### src/rtl/gs_pkg.sv
`timescale 1ns/1ps
package gs_pkg;
  typedef enum logic [1:0] {ST_IDLE, ST_RUN, ST_SEND, ST_DONE} gs_state_e;
  localparam logic [7:0] SIGN_MASK = 8'h80;
  localparam logic [7:0] IDLE_LINE = 8'hFF;
endpackage

### src/rtl/gs_ram.sv
`timescale 1ns/1ps
module gs_ram #(
  parameter int AW = 6,
  parameter int DW = 8
) (
  input  logic          clk_i,
  input  logic          we_i,
  input  logic [AW-1:0] wa_i,
  input  logic [DW-1:0] wd_i,
  input  logic          re_i,
  input  logic [AW-1:0] ra_i,
  output logic [DW-1:0] rd_o
);
  localparam int DEPTH = 1 << AW;
  logic [DW-1:0] mem_q [DEPTH];

  always_ff @(posedge clk_i) begin
    if (we_i) mem_q[wa_i] <= wd_i;
    if (re_i) rd_o <= mem_q[ra_i];
  end
endmodule

### src/rtl/gs_pix_step.sv
`timescale 1ns/1ps
module gs_pix_step
  import gs_pkg::*;
(
  input  logic [7:0] phase_i,
  input  logic [7:0] value_i,
  output logic       bit_o,
  output logic [7:0] phase_o
);
  // per-pixel 8-bit lane, no carry path to neighbours
  assign bit_o   = phase_i[7];
  assign phase_o = (phase_i | SIGN_MASK) - value_i;
endmodule

### src/rtl/gs_dither_serializer.sv
`timescale 1ns/1ps
module gs_dither_serializer
  import gs_pkg::*;
#(
  parameter int PIX_AW = 6
) (
  input  logic              clk_i,
  input  logic              rst_ni,
  input  logic              ld_en_i,
  input  logic              ld_sel_i,
  input  logic [PIX_AW-1:0] ld_addr_i,
  input  logic [7:0]        ld_data_i,
  input  logic              start_i,
  input  logic [PIX_AW-3:0] nblk_i,
  output logic              busy_o,
  output logic              out_valid_o,
  output logic [7:0]        out_data_o,
  input  logic              out_ready_i,
  output logic              done_o
);
  localparam int BLK_AW = PIX_AW - 3;
  localparam int CNT_W  = BLK_AW + 1;

  gs_state_e         state_q;
  logic [BLK_AW-1:0] blk_q;
  logic [CNT_W-1:0]  nblk_q;
  logic [CNT_W-1:0]  bytes_q;
  logic [3:0]        cnt_q;
  logic              p_vld_q;
  logic [PIX_AW-1:0] p_addr_q;
  logic [7:0]        sreg_q;

  logic              rd_en;
  logic [PIX_AW-1:0] rd_addr;
  logic [7:0]        ph_rd, val_rd, ph_nxt;
  logic              pix_bit;
  logic              ph_we, val_we, idle_ld;
  logic [PIX_AW-1:0] ph_wa;
  logic [7:0]        ph_wd;
  logic              hs, last_blk;

  assign rd_en   = (state_q == ST_RUN) && !cnt_q[3];
  assign rd_addr = {blk_q, cnt_q[2:0]};
  assign idle_ld = (state_q == ST_IDLE) && ld_en_i;
  assign ph_we   = p_vld_q || (idle_ld && !ld_sel_i);
  assign ph_wa   = p_vld_q ? p_addr_q : ld_addr_i;
  assign ph_wd   = p_vld_q ? ph_nxt : ld_data_i;
  assign val_we  = idle_ld && ld_sel_i;

  gs_ram #(.AW(PIX_AW), .DW(8)) u_phase_ram (
    .clk_i(clk_i), .we_i(ph_we), .wa_i(ph_wa), .wd_i(ph_wd),
    .re_i(rd_en), .ra_i(rd_addr), .rd_o(ph_rd)
  );

  gs_ram #(.AW(PIX_AW), .DW(8)) u_value_ram (
    .clk_i(clk_i), .we_i(val_we), .wa_i(ld_addr_i), .wd_i(ld_data_i),
    .re_i(rd_en), .ra_i(rd_addr), .rd_o(val_rd)
  );

  gs_pix_step u_step (
    .phase_i(ph_rd), .value_i(val_rd), .bit_o(pix_bit), .phase_o(ph_nxt)
  );

  assign out_valid_o = (state_q == ST_SEND);
  assign out_data_o  = out_valid_o ? sreg_q : IDLE_LINE;
  assign done_o      = (state_q == ST_DONE);
  assign busy_o      = (state_q != ST_IDLE);
  assign hs          = out_valid_o && out_ready_i;
  assign last_blk    = (CNT_W'(blk_q) + CNT_W'(1)) == nblk_q;

  always_ff @(posedge clk_i or negedge rst_ni) begin
    if (!rst_ni) begin
      state_q  <= ST_IDLE;
      blk_q    <= '0;
      nblk_q   <= '0;
      bytes_q  <= '0;
      cnt_q    <= '0;
      p_vld_q  <= 1'b0;
      p_addr_q <= '0;
      sreg_q   <= '0;
    end else begin
      p_vld_q  <= rd_en;
      p_addr_q <= rd_addr;
      if (p_vld_q) sreg_q <= {sreg_q[6:0], pix_bit};
      if (hs) bytes_q <= bytes_q + CNT_W'(1);
      unique case (state_q)
        ST_IDLE: if (start_i) begin
          nblk_q  <= nblk_i;
          bytes_q <= '0;
          blk_q   <= '0;
          cnt_q   <= '0;
          state_q <= (nblk_i == '0) ? ST_DONE : ST_RUN;
        end
        ST_RUN: begin
          cnt_q <= cnt_q + 4'd1;
          if (cnt_q == 4'd8) state_q <= ST_SEND;
        end
        ST_SEND: if (out_ready_i) begin
          if (last_blk) state_q <= ST_DONE;
          else begin
            blk_q   <= blk_q + BLK_AW'(1);
            cnt_q   <= '0;
            state_q <= ST_RUN;
          end
        end
        default: state_q <= ST_IDLE;
      endcase
    end
  end

  a_r6_hold_byte: assert property (@(posedge clk_i) disable iff (!rst_ni)
    out_valid_o && !out_ready_i |=> out_valid_o && $stable(out_data_o));

  a_r7_done_single: assert property (@(posedge clk_i) disable iff (!rst_ni)
    done_o |=> !done_o && !busy_o);

  a_r3_byte_count: assert property (@(posedge clk_i) disable iff (!rst_ni)
    done_o |-> bytes_q == nblk_q);

  a_r9_zero_value_sticky: assert property (@(posedge clk_i) disable iff (!rst_ni)
    p_vld_q && (val_rd == 8'h00) && ph_rd[7] |-> ph_nxt[7]);

  a_r6_no_run_while_offered: assert property (@(posedge clk_i) disable iff (!rst_ni)
    out_valid_o |-> !rd_en && !p_vld_q);
endmodule

### config.mk
export PLATFORM = sky130hd
export DESIGN_NAME = gs_dither_serializer
export DESIGN_NICKNAME = d
export VERILOG_FILES = /design/src/rtl/gs_pkg.sv /design/src/rtl/gs_ram.sv /design/src/rtl/gs_pix_step.sv /design/src/rtl/gs_dither_serializer.sv
export SDC_FILE = /design/constraint.sdc
export NUM_CORES = 1
export LEC_CHECK = 0
export BUFFER_PORTS_ARGS = -buffer_cell sky130_fd_sc_hd__buf_2
export CORE_MARGIN = 2
export CORE_UTILIZATION = 25
export CTS_CLUSTER_DIAMETER = 120
export CTS_CLUSTER_SIZE = 20
export DETAILED_ROUTE_END_ITERATION = 16
export SETUP_SLACK_MARGIN = 0.3
export SLEW_MARGIN = 20
export SYNTH_ARGS = -nofsm -noshare
export SYNTH_HDL_FRONTEND = slang
export SYNTH_SLANG_ARGS = --single-unit
### constraint.sdc
create_clock -name clk_i -period 8.6 [get_ports clk_i]
set_clock_uncertainty 0.05 [all_clocks]
set_input_delay 0.86 -clock clk_i [delete_from_list [all_inputs] [get_ports clk_i]]
set_output_delay 0.86 -clock clk_i [all_outputs]
set_load 0.02 [all_outputs]
## Word level (Yosys, flattened, before mapping)

Memory sizes are Yosys's and may differ from the RTL's. A register that Yosys moved wholly into a read port is not among the register bits.
Index checks and enable logic that the tools add are counted.

- Register bits after elaboration: 28
- Bits in writable memories: 1024
- Input bits: 24
- Memories: 2

- Add/sub/neg operators: 4
- Eq/ne operators: 9
- Mux-type cells: 21
- Reduce and logical (&&, ||, !) cells: 16

Memory list:

| name | depth | bits a word | read ports | clocked after memory_dff | wr ports | RTL line | RTL |
|---|---|---|---|---|---|---|---|
| u_phase_ram.mem_q | 64 | 8 | 1 | 1 | 1 | gs_ram.sv:15 | `logic [DW-1:0] mem_q [DEPTH];` |
| u_value_ram.mem_q | 64 | 8 | 1 | 1 | 1 | gs_ram.sv:15 |  |

Operator list:

| kind | number |
|---|---|
| $mux 8 | 2 |
| $mux 4 | 3 |
| $pmux 4 s3 | 1 |
| $mux 2 | 5 |
| $mux 3 | 3 |
| $reduce_and 4->1 | 2 |
| $sub 8x8->8 | 1 |
| $mux 6 | 1 |
| $pmux 2 s3 | 1 |
| $pmux 3 s2 | 1 |
| $add 3x1->4 const B | 1 |
| $add 4x1->4 const B | 1 |
| $eq 2x2->1 const B | 2 |
| $eq 4x4->1 | 1 |
| $eq 4x4->1 const B | 1 |
| $logic_and 1x1->1 | 4 |
| $logic_not 4->1 | 1 |
| $mux 1 | 4 |
| $ne 2x1->1 const B | 2 |
| $ne 2x2->1 const B | 2 |
| $reduce_bool 2->1 | 2 |
| $add 3x1->3 const B | 1 |
| $reduce_and 3->1 | 1 |
| $reduce_bool 3->1 | 1 |
| 5 further kinds | 6 |

## Depth between registers and ports, before layout

Gate-level depths: netlist (run 1).

- Depth in word-level cells: 6
- Mapped depth: 11
- Gate-level depth less buffers: 10

## Hierarchy

From an unflattened synthesis (run 1), not the netlist that was laid out.

- Cells, all modules: 2052
- Area, all modules: 42313.1 sq um

By module, submodules not included:

| module | times used | cells each | area each (sq um) |
|---|---|---|---|
| gs_ram | 2 | 940 | 20246.9 |
| gs_dither_serializer | 1 | 127 | 1478.9 |
| gs_pix_step | 1 | 45 | 340.3 |

## Worst setup path after synthesis (run 1)

OpenSTA, ideal clock, no wires.

- Path kind: flip-flop to flip-flop
- Start point: reg u_phase_ram.rd_o[1] (read register of u_phase_ram.mem_q)
- End point: mem u_phase_ram.mem_q[0][5] (data pin)
- Library setup time: 0.719 ns
- Data arrival time: 4.162 ns
- Slack: 3.668 ns
- Cell stages (with the launch flop): 8
- Path buffers: 0
- Period minus slack after synthesis: 4.932 ns
- Path through: edfxtp_1 ha_1 nor2b_1 o21ai_0 a21boi_0 o21a_1 o21a_1 o31ai_1

- Word-level cells in the longest chain between the ends: 2

RTL lines:

| what | RTL line | RTL |
|---|---|---|
| from (decl) | gs_ram.sv:12 | `output logic [DW-1:0] rd_o` |
| $sub 8x8->8 | gs_pix_step.sv:12 | `assign phase_o = (phase_i \| SIGN_MASK) - value_i;` |
| $mux 8 | gs_dither_serializer.sv:47 | `assign ph_wd = p_vld_q ? ph_nxt : ld_data_i;` |
| named net ph_wd[5] | gs_dither_serializer.sv:39 | `logic [7:0] ph_wd;` |
| to (decl) | gs_ram.sv:15 |  |

The timed path passes the listed nets, and every way through them passes these cells.

==> summary.txt, run 1 <==
Synthesis
  • Synthesized area: ~42000 µm²
  • Synth Instances: 2142
  • EDFF count, synth: 1040
  • Syn_nets: between 2k and 2.5k
  • Post-Syn Area per Cell: 19.63 µm²
  • Syn. warnings: 0
  • Number of distinct library cells after synthesis: 55
  • Seq cells post-synth: 1068
  • Share of flip-flops with an asynchronous set or reset: 0.02622
  • Prevailing post-synth register cell: edfxtp_1
  • Register area share after synthesis: 0.7593

Clock network
  • # H-tree levels: 2
  • Clock root cell: clkbuf_16
  • CTS sink cnt: 1068
  • Worst-path clk slew: about 90 ps
  • Post-CTS sizing: 0
  • Clock Path Buffers: 3
  • Num CTS Buffers: between 50 and 60
  • Hold_buf cts: 0
  • Clock Latency Late Sink: 670 ps
  • TritonCTS clock tree: built
  • Setup Buffers After CTS: 0

Routing
  • Vias: around 20k
  • Top Layer Used: met4
  • Drc violations: 0
  • Met2 routed WL: 49930 µm
  • Pre-antenna DRT Iters: 6
  • Routed WL: 97230 µm
  • Iteration-0 DRC Markers: 1986
  • Met3 WL: about 5300 µm
  • Vias per cell: around 4.6
  • Drt wl/cell: approximately 22 µm
  • Post-route ant nets: 0
  • WL met1: 39050 µm

STA
  • Slew margin rel.: 0.1782
  • RSZ-0062 raised after global routing: false
  • Final setup fails: 0
  • Least-Margin Pin Slew: about 1200 ps
  • Worst hold margin: approximately 230 ps
  • Fmax: 255.7 MHz
  • Final Cycle Share: 0.4547
  • Minimum clock period: 3911 ps
  • Final hold vios: 0
  • Slew Limit Fails: 0
  • Setup TNS: 0 ps

Global route
  • First-pass GRT wire length: 142600 µm
  • Vias in the first global route: approximately 20k
  • Initial antenna violation count: 5
  • Global-route usage over all layers: 0.1103
  • Largest net degree at the start of global routing: ~130
  • Congestion Overflow GR: 0

Setup path
  • Reg2Reg Depth: 6
  • Max FO, Critical Path: 25
  • CP delay by family, top: simple AND/OR/NAND/NOR gates
  • Startpoint type of the worst setup path: register
  • CP Buf/Inv Count: 1
  • CP required: just under 9000 ps
  • Setup CP Type: reg2reg
  • Crit end category: register
  • Crit path DAT: between 4000 and 5000 ps
  • Reg-to-reg critical path startpoint: cnt_q[0]
  • Reg2reg end: u_value_ram.rd_o[5]
  • R2R Setup Slk: 4690 ps
  • Slowest CP cell: nor2_1
  • Worst path cell trace: clkinv_1 > nor2_1 > a22o_1 > nor3_1 > a311oi_1 > o22ai_1
  • Slowest stage delay, CP: a little over 1000 ps

Floorplan
  • # rows: 150
  • Die W: approximately 410 µm
  • Initial Utilization: 0.2518
  • Core area: ~170000 µm²
  • I/O pin cnt: 35
  • Die Footprint: 171500 µm²
  • Die H: 414.1 µm

Layout
  • Syn-to-layout area delta: 10.43%
  • Share of cells above drive strength 1: 0.1765
  • Final instance area: around 46000 µm²
  • Final Util: 0.2780
  • Most frequent cells in the layout: 1040 x edfxtp_1, 199 x mux4_2, 148 x nor2_1, 130 x mux2i_1, 99 x nand2_1
  • Most common cell after layout, fill and taps aside: edfxtp_1
  • Layout net count: between 2k and 2.5k

Power and ir drop
  • Leakage: roughly 14 nW
  • Pwr dens: 307.5 nW/µm²
  • Design Power: 0.01428 W
  • Max VDD drop: between 0.3 and 0.4 mV

Outcome
  • Status: finished, final reports clean

Min path
  • Hold/Removal Path Class: in2async

Placed design
  • I/O Buffers: 34
  • DP Wirelength: ~60000 µm
  • Routability cong.: between 0.8 and 0.9
  • Placed Area: between 40000 and 50000 µm²

Flow run
  • Max_cap viols: 0
-- report_power, final --
part / leakage [nW] / switching, W / internal (W)
Sequential: 9.71 / 0.000185 / 0.00675
Combinational: 3.25 / 0.00288 / 0.00153
Clock: 0.801 / 0.00162 / 0.00131
Total: 13.8 / 0.00469 / 0.00959
-- per-stage QoR --
step                      setup slack (ps)  cells
after floorplan                       3668   2142
after global placement                4640   4297
after detailed placement              4637   4297
after CTS                             4613   4397
after global routing                  4407   4399
final                                 4689   4399
-- synthesized netlist by cell type (all sizes together) (11+ instances only) --
| cell type | instances | area, µm² |
|---|---|---|
| a21oi | 35 | 175.2 |
| a221o | 15 | 150.1 |
| a221oi | 15 | 131.4 |
| a22o | 29 | 254.0 |
| a22oi | 11 | 82.58 |
| a311oi | 12 | 105.1 |
| buf | 63 | 397.9 |
| clkbuf | 51 | 191.4 |
| dfrtp | 28 | 700.7 |
| edfxtp | 1040 | 31230 |
| inv | 17 | 63.81 |
| mux2 | 41 | 461.7 |
| mux2i | 130 | 1301 |
| mux4 | 199 | 4482 |
| nand2 | 99 | 371.6 |
| nand3 | 30 | 150.1 |
| nor2 | 151 | 566.8 |
| nor3 | 12 | 60.06 |
| o2111ai | 15 | 131.4 |
| o21ai | 22 | 110.1 |
| o22ai | 35 | 219.0 |
| or3 | 15 | 93.84 |
-- layout make-up --
class                           count  area, µm²
Sequential cell                  1068      31940
Antenna cell                        2      5.005
Clock inverter                      3      41.29
Tap cell                         2204       2758
Fill cell                       16510     120600
Timing Repair Buffer               65      440.4
Clock buffer                       97       1640
Inverter                           20      75.07
Multi-Input combinational cell    940       9537
-- how the worst max path moves through the flow --
stage | startpoint | endpoint | slack [ps] | cells past startpoint
final | cnt_q[0] | u_value_ram.rd_o[5] | 4690 | 6
after detailed placement | cnt_q[0] | u_value_ram.rd_o[1] | 4640 | 7
after floorplan | u_phase_ram.rd_o[1] | u_phase_ram.mem_q[0][5] | 3670 | 7
after global placement | cnt_q[0] | u_value_ram.rd_o[1] | 4640 | 7
after global routing | cnt_q[0] | u_value_ram.rd_o[1] | 4410 | 7
after CTS | cnt_q[0] | u_value_ram.rd_o[1] | 4610 | 7
-- state kept, by name, indices dropped and copies added, names as in the netlist --
name	cells
nblk_q	4
u_value_ram.rd_o	8
blk_q	3
u_value_ram.mem_q	512
p_addr_q	6
u_phase_ram.rd_o	8
state_q	2
u_phase_ram.mem_q	512
cnt_q	4
sreg_q	8
p_vld_q	1
-- per-layer routing --
metal / vias up / global-route usage
met1: 10690 / 0.1395
met3: 124 / 0.01662
met5: - / 0
li1: 8745 / -
met2: 605 / 0.1938
met4: 0 / 0.03452
-- kinds of logic (layout without fill, tap and decap cells) --
group	Yosys count	count (layout)	share of synthesized area
AOI/OAI and AO/OA	215	215	0.03743
buffers and inverters	134	185	0.01580
adders and majority gates	11	11	0.003451
xor gates and xnor gates	7	7	0.001458
muxes	370	370	0.1485
and+or+nand+nor	337	337	0.03410
other	0	2	0
DFF	1068	1068	0.7593
(Power assumes the default switching activity.)
==> run 2, diff against run 1 <==
Clock period 8.6 ns to 3.7 ns, I/O delays scaled along.
==> run 2 against run 1 <==
Clock power up 130%. Die area is the same. Via count up 3.5%. Power up 140%. Core utilization increased by 0.75 points. Critical endpoint is now u_phase_ram.mem_q[25][0]. Largest cell class unchanged.
==> summary.txt, run 2 (same netlist as run 1, synthesis figures left out) <==
Clock network
  • Clock root cell: clkbuf_16
  • Num CTS Buffers: 59
  • CTS sink cnt: 1068
  • TritonCTS clock tree: built
  • Clock Latency Late Sink: between 600 and 700 ps
  • Clock Path Buffers: 3
  • # H-tree levels: 2
  • Worst-path clk slew: approximately 90 ps

Global route
  • Layer with the highest usage: met2
  • GR Layer Usage met2: 0.1959
  • Initial antenna violation count: 7
  • Largest net degree at the start of global routing: between 60 and 70
  • First-pass GRT wire length: ~150000 µm
  • Global-route usage over all layers: 0.1144
  • Global-route met1 utilization: 0.1493
  • Congestion Overflow GR: 0
  • Met3 usage: 0.01382
  • Vias in the first global route: 21.07k

Setup path
  • Crit end category: register
  • CP required: about 4000 ps
  • R2R Setup Slk: approximately 460 ps
  • Max FO, Critical Path: 8
  • Setup CP Type: reg2reg
  • Startpoint type of the worst setup path: register
  • Crit path DAT: 3500 ps

STA
  • Fmax: between 300 and 400 MHz
  • Minimum clock period: 3236 ps
  • Least-Margin Pin Slew: roughly 870 ps
  • Setup TNS: 0 ps
  • Final Cycle Share: 0.8747
  • RSZ-0062 raised after global routing: true
  • Slew Limit Fails: 0
  • Final setup fails: 0
  • Final hold vios: 0
  • Slew margin rel.: 0.4185

Layout
  • Largest regs: u_phase_ram.mem_q x512, u_value_ram.mem_q x512
  • Syn-to-layout area delta: 13.42%
  • Most frequent cells in the layout: 1040 x edfxtp_1, 199 x mux4_2, 162 x buf_4, 147 x nor2_1, 130 x mux2i_1
  • Most common cell after layout, fill and taps aside: edfxtp_1
  • Layout net count: 2336
  • Share of cells above drive strength 1: 0.2241

Placed design
  • DP Wirelength: between 60000 and 70000 µm
  • I/O Buffers: 34
  • Routability cong.: 0.8761

Floorplan
  • Core area: approximately 170000 µm²
  • Die Footprint: between 150000 and 200000 µm²
  • # rows: 150
  • Initial Utilization: 0.2518
  • Die H: roughly 410 µm
  • Die W: slightly above 400 µm
  • I/O pin cnt: 35

Routing
  • Vias per cell: 4.573
  • Iteration-0 DRC Markers: between 1.5k and 2k
  • Vias: ~21k
  • Drt wl/cell: 22.17 µm
  • Pre-antenna DRT Iters: 5
  • Post-route ant nets: 0
  • Routed WL: 101100 µm
  • Drc violations: 0

Flow run
  • Max_cap viols: 0

Min path
  • Hold/Removal Path Class: in2reg

Power and ir drop
  • Max VDD drop: between 0.8 and 0.9 mV
  • Pwr dens: ~700 nW/µm²
  • Leakage: ~15 nW
  • Design Power: around 0.034 W

Outcome
  • Status: finished, final reports clean
## run 2: worst max-delay path, stage by stage, from the launching register on
cell and delay (ps):
dfrtp_1 450, nor2_1 350, nand2_1 110, o41ai_1 550, nand2_1 610, nor2_1 750
## run 2: metrics by stage
stage | instances | cell area, µm² | hold slack [ps] | util | setup WS, ps
floorplan | 2142 | 42070 | 24.41 | - | 5.095
global placement | 4439 | 45900 | 437.1 | 0.2748 | 545.9
detailed placement | 4439 | 45900 | 440.5 | 0.2748 | 495.8
CTS | 4556 | 47680 | 14.81 | 0.2854 | 489.8
global route | 4560 | 47700 | 103.9 | 0.2855 | 278.6
finish | 4561 | 47700 | 64.73 | 0.2856 | 463.7
## run 2: power breakdown
group          leakage [nW]  switching (W)  internal [W]
Clock                 0.816        0.00377       0.00309
Sequential             9.71       0.000496        0.0157
Combinational          4.04        0.00670       0.00391
## run 2: repair_timing
action | in CTS | in global routing
hold endpoints to repair | 33 | 0
hold buffers | 5 | 0
gates resized for setup | 0 | 3
endpoints found under the setup margin | 0 | 38
setup buffers | 0 | 0
## run 2: final cells by class
type	instances	area (µm²)
Multi-Input combinational cell	940	9527
Inverter	20	75.07
Fill cell	16420	119300
Antenna cell	5	12.51
Sequential cell	1068	31940
Clock inverter	3	41.29
Clock buffer	109	1685
Tap cell	2204	2758
Timing Repair Buffer	212	1657
## run 2: final timing paths
check | startpoint | to | depth (start not counted)
max reg2reg | state_q[1] | u_phase_ram.mem_q[25][0] | 5
min in group asynchronous | rst_ni | nblk_q[3] | 2
min reg2reg | sreg_q[7] | sreg_q[7] | 1
max in group asynchronous | rst_ni | cnt_q[2] | 2
min | start_i | state_q[0] | 3
max | state_q[1] | u_phase_ram.mem_q[25][0] | 5
## run 2: layer usage
layer / part of all wire / vias to the layer above
met1: 0.41 / 11000
met5: 0 / -
met3: 0.051 / 146
met4: 0.034 / 0
li1: - / 9054
met2: 0.50 / 657
